**config.mk**
```make
export PLATFORM = sky130hd
export DESIGN_NAME = hb_gate_seq
export DESIGN_NICKNAME = d
export VERILOG_FILES = /design/src/rtl/hb_pkg.sv /design/src/rtl/hb_dead_timer.sv /design/src/rtl/hb_guard.sv /design/src/rtl/hb_gate_seq.sv
export SDC_FILE = /design/constraint.sdc
export NUM_CORES = 1
export LEC_CHECK = 0
export BUFFER_PORTS_ARGS = -buffer_cell sky130_fd_sc_hd__buf_2
export CELL_PAD_IN_SITES_DETAIL_PLACEMENT = 2
export CELL_PAD_IN_SITES_GLOBAL_PLACEMENT = 2
export CORE_MARGIN = 4
export CORE_UTILIZATION = 30
export CTS_CLUSTER_SIZE = 16
export DETAILED_ROUTE_END_ITERATION = 10
export PLACE_DENSITY = 0.8
export SETUP_SLACK_MARGIN = 0.3
export SLEW_MARGIN = 30
export SYNTH_ARGS = -nofsm -noshare
export SYNTH_HDL_FRONTEND = slang
export SYNTH_SLANG_ARGS = --single-unit
```
**constraint.sdc**
```tcl
create_clock -name clk -period 2.5 [get_ports clk]
set_input_delay 0.375 -clock clk [delete_from_list [all_inputs] [get_ports clk]]
set_output_delay 0.375 -clock clk [all_outputs]
set_load 0.01 [all_outputs]
```
**src/rtl/hb_pkg.sv**
```systemverilog
package hb_pkg;

    typedef enum logic [2:0] {
        ST_OFF      = 3'd0,
        ST_LS_WAIT  = 3'd1,
        ST_LS_ON    = 3'd2,
        ST_HS_WAIT  = 3'd3,
        ST_HS_ARMED = 3'd4,
        ST_HS_ON    = 3'd5
    } hb_state_t;

endpackage

```
**src/rtl/hb_dead_timer.sv**
```systemverilog
module hb_dead_timer #(
    parameter int unsigned LIMIT = 8
) (
    input  logic clk,
    input  logic rst_n,
    input  logic run,
    output logic expired
);

    localparam int unsigned CW = (LIMIT > 1) ? $clog2(LIMIT) : 1;
    localparam logic [CW-1:0] LAST = CW'(LIMIT - 1);

    logic [CW-1:0] cnt;

    always_ff @(posedge clk) begin
        if (!rst_n) begin
            cnt <= '0;
        end else if (!run) begin
            cnt <= '0;
        end else if (cnt != LAST) begin
            cnt <= cnt + CW'(1);
        end
    end

    assign expired = run && (cnt == LAST);


    cnt_bound_chk: assert property (@(posedge clk) disable iff (!rst_n)
        cnt <= LAST);


    cnt_restart_chk: assert property (@(posedge clk) disable iff (!rst_n)
        !run |=> (cnt == '0));

endmodule

```
**src/rtl/hb_guard.sv**
```systemverilog
module hb_guard (
    input  logic enable,
    input  logic vdd_uv,
    input  logic fault_latched,
    input  logic boot_ok,
    input  logic sw_high,
    output logic blocked,
    output logic hs_permit
);

    always_comb begin
        blocked   = !enable || vdd_uv || fault_latched;
        hs_permit = boot_ok || sw_high;
    end

endmodule

```
**src/rtl/hb_gate_seq.sv**
```systemverilog
module hb_gate_seq
    import hb_pkg::*;
#(
    parameter int unsigned LS_DEAD_CYC = 8,
    parameter int unsigned HS_DEAD_CYC = 12
) (
    input  logic clk,
    input  logic rst_n,
    input  logic cmd_in,
    input  logic enable,
    input  logic vdd_uv,
    input  logic fault_latched,
    input  logic boot_ok,
    input  logic sw_high,
    output logic hs_on,
    output logic ls_on
);

    hb_state_t state, nxt;
    logic blocked, hs_permit;
    logic ls_run, hs_run, ls_expired, hs_expired;

    hb_guard u_guard (
        .enable       (enable),
        .vdd_uv       (vdd_uv),
        .fault_latched(fault_latched),
        .boot_ok      (boot_ok),
        .sw_high      (sw_high),
        .blocked      (blocked),
        .hs_permit    (hs_permit)
    );

    assign ls_run = (state == ST_LS_WAIT);
    assign hs_run = (state == ST_HS_WAIT);

    hb_dead_timer #(.LIMIT(LS_DEAD_CYC)) u_ls_timer (
        .clk    (clk),
        .rst_n  (rst_n),
        .run    (ls_run),
        .expired(ls_expired)
    );

    hb_dead_timer #(.LIMIT(HS_DEAD_CYC)) u_hs_timer (
        .clk    (clk),
        .rst_n  (rst_n),
        .run    (hs_run),
        .expired(hs_expired)
    );

    // State register
    always_ff @(posedge clk) begin
        if (!rst_n) begin
            state <= ST_OFF;
        end else begin
            state <= nxt;
        end
    end

    // Next-state logic
    always_comb begin
        nxt = state;
        if (blocked) begin
            nxt = ST_OFF;
        end else begin
            unique case (state)
                ST_OFF:      nxt = cmd_in ? ST_HS_WAIT : ST_LS_WAIT;
                ST_LS_WAIT:  nxt = cmd_in ? ST_HS_WAIT
                                          : (ls_expired ? ST_LS_ON : ST_LS_WAIT);
                ST_LS_ON:    nxt = cmd_in ? ST_HS_WAIT : ST_LS_ON;
                ST_HS_WAIT: begin
                    if (!cmd_in)         nxt = ST_LS_WAIT;
                    else if (hs_expired) nxt = hs_permit ? ST_HS_ON : ST_HS_ARMED;
                    else                 nxt = ST_HS_WAIT;
                end
                ST_HS_ARMED: nxt = !cmd_in ? ST_LS_WAIT
                                           : (hs_permit ? ST_HS_ON : ST_HS_ARMED);
                ST_HS_ON:    nxt = cmd_in ? ST_HS_ON : ST_LS_WAIT;
                default:     nxt = ST_OFF;
            endcase
        end
    end

    // Output decode
    always_comb begin
        hs_on = (state == ST_HS_ON) && !blocked;
        ls_on = (state == ST_LS_ON) && !blocked;
    end


    no_overlap_chk: assert property (@(posedge clk) disable iff (!rst_n)
        !(hs_on && ls_on));


    hs_after_ls_low_chk: assert property (@(posedge clk) disable iff (!rst_n)
        $rose(hs_on) |-> $past(!ls_on));


    ls_after_hs_low_chk: assert property (@(posedge clk) disable iff (!rst_n)
        $rose(ls_on) |-> $past(!hs_on));


    hs_permit_chk: assert property (@(posedge clk) disable iff (!rst_n)
        $rose(hs_on) |-> $past(boot_ok || sw_high));


    unblock_quiet_chk: assert property (@(posedge clk) disable iff (!rst_n)
        $fell(blocked) |-> (!hs_on && !ls_on));

endmodule

```
==> flow_summary.toml <==
[detailed_routing]
drt-initial-drc-count = 4
avgViaCountPerCell = 5.043
routed_wl_mm = 1.318
vias = 469
wl_per_cell_um = 14.17
ant_nets = 0
dr.pass1.iters = 2
drc = 0

[critical_path]
startpoint_type = "flop"
rrSetupSlack_ns = 1.05
cp.arrival_ns = 1.27
critPathSlowestCell = "dfxtp_1"
path_delay_family = "flip-flops"
cp_slowest_stage_delay_ns = 0.44
worstSetupEndpointType = "output port"
crit_path_max_fanout = 7
critPathBufInv = 1
crit_chain = "and2b_1, and3b_1, buf_2"
required_ns = 2.12
setup.worst_path.class = "flop to output port"

[final_layout]
fin_nets = 80
n_antenna_cell = 0
layout-area-overhead-vs-synth_pct = 17.74
layout-drive-gt1-share = 0.2647

[synthesis]
yosysWarnings = 0
synth.area.top_cells = "dfxtp_1, ha_1, mux2i_1"
synth-edff-count = 0
seq_area_frac_synth = 0.3687
synth_cell_types = 30
synth_cells = 57
yosysTopAreaCellShare = 0.3687
ys.flop_type = "dfxtp_1"
synth_area_leader_cell = "dfxtp_1"
synthArstFlopShare = 0
syn-num-nets = 68
synth.most_common_cell = "dfxtp_1"
syn_area_um2 = 543.0
ys_seq_elements = 10
avgSynthCellArea_um2 = 9.527
synth_common_cells = "dfxtp_1, nor2_1, nand3_1"

[clocking]
post-cts-setup-buffer-count = 0
clockRootBuffer = "clkbuf_4"
cts_buffers = 3
cts_num_sinks = 10
cts_buffer_depth = 2
ctsResizeCount = 0
clock_latency_ns = 0.26
clk_transition_reported_paths_ns = 0.07
cts_hold_buf = 0
cts_tree = "done"
htreeDepth = 1

[status]
status = "complete, no violations"

[timing]
max_freq_mhz = 609.0
final.setup.worst_slack_ns = 0.8579
rsz0062_at_grt = "no"
final.setup_skew_ns = 0.001659
hold_viol = 0
tns_ns = 0
relSlewSlack = 0.7729
period_minus_slack_ns = 1.642
finalMaxSlewViolations = 0
tightest_slew_ns = 0.3401
fin_crit_sh = 0.6568
final-setup-viol-count = 0

[floorplanning]
rows = 15
die_y_um = 50.55
start_util = 0.3145
die_area_um2 = 2555
pin_count = 10
core_um2 = 1727
die_w_um = 50.55

[power]
sw_frac_of_total = 0.2038
p_per_area_nw_per_um2 = 504.7
switching_power_uw = 65.77
p_clk_frac = 0.448
p_int_uw = 256.9
p_comb_frac = 0.048
p_leak_uw = 0.0003123
peakVddDrop_mv = 0.2586
seq_power_share = 0.504

[grt]
grt_pass1_vias = 547
grtUsageTotal = 0.1238
grt_max_degree = 11
overflow = 0
grt_pass1_wl_mm = 2.318
antenna_found_initial = 0

[job]
maxCapViolations = 0

[place]
port_buffers = 9
place_ws_ns = 1.003
gp_congestion = 0.7241
dp_hpwl_mm = 1.062

[worst_hold_path]
hold_class = "input port to flop"
per-layer routing:
metal,track usage,part of all wire,vias up
met5,0,0,-
met4,0.04036,0.0091,0
met3,0.04451,0.039,2
met2,0.2391,0.52,10
met1,0.1193,0.43,229
li1,-,-,228
registers in the layout, summed over array words and instances (netlist names):
register,cells
u_hs_timer.cnt,4
u_ls_timer.cnt,3
state,3
kinds of logic after synthesis:
group | Yosys count | synth area share
simple gates | 25 | 0.2950
fa+ha+maj | 3 | 0.06913
buf+inv | 3 | 0.03685
compound gates | 10 | 0.1267
mux | 3 | 0.05530
xor+xnor | 3 | 0.04840
flops | 10 | 0.3687
worst reg2reg max path, delay by kind of cell, from the launching register on:
kind / cells / cell delay [ns]
AOI/OAI and AO/OA: 2 / 0.47
adders and majority gates: 2 / 0.46
DFF: 1 / 0.33
and+or+nand+nor: 1 / 0.07
power by group through the flow:
stage / Clock (uW) / Sequential (uW) / Combinational (uW)
detailed placement: 0 / 166 / 15.5
finish: 145 / 163 / 15.5
global placement: 0 / 166 / 14.6
CTS: 151 / 162 / 15.8
global route: 162 / 163 / 17.6
floorplan: 0 / 165 / 8.31
per-stage QoR:
step	util	hold WS (ns)	total power (uW)	cell area [um2]	instances
global placement	0.3493	0.4952	180.7	603.1	89
global route	0.3703	0.3953	342.9	639.4	93
floorplan	-	0.4676	173.2	543.0	57
detailed placement	0.3493	0.5113	181.7	603.1	89
finish	0.3703	0.4062	322.7	639.4	93
CTS	0.3703	0.4016	328.8	639.4	93
final timing paths:
kind	from	to	cells after the start
hold reg to reg	u_ls_timer.cnt[1]$_SDFFE_PN0P_	u_ls_timer.cnt[1]$_SDFFE_PN0P_	2
hold / removal	rst_n	state[0]$_SDFF_PP0_	3
setup / recovery	state[2]$_SDFF_PP0_	ls_on	3
setup reg to reg	u_ls_timer.cnt[0]$_SDFFE_PN0P_	state[1]$_SDFF_PP0_	5
final cells by class:
type | count | area, um2
fillers | 203 | 1087
multi-input cells | 44 | 322.8
flip-flops and latches | 10 | 200.2
repair buffers | 9 | 45.04
well taps | 25 | 31.28
inverters | 1 | 3.754
clock buffers | 4 | 36.28
cell usage in the layout (no fill, tap or decap), drive strengths merged, types with 2 or more instances in the layout:
cell type  instances
dfxtp             10
mux2i              3
ha                 3
nor2               8
nor3b              2
nand2              2
xor2               2
a21oi              3
o21ai              2
clkbuf             4
buf                9
nand3              4
Note: power is estimated with default switching activity, not from simulation.
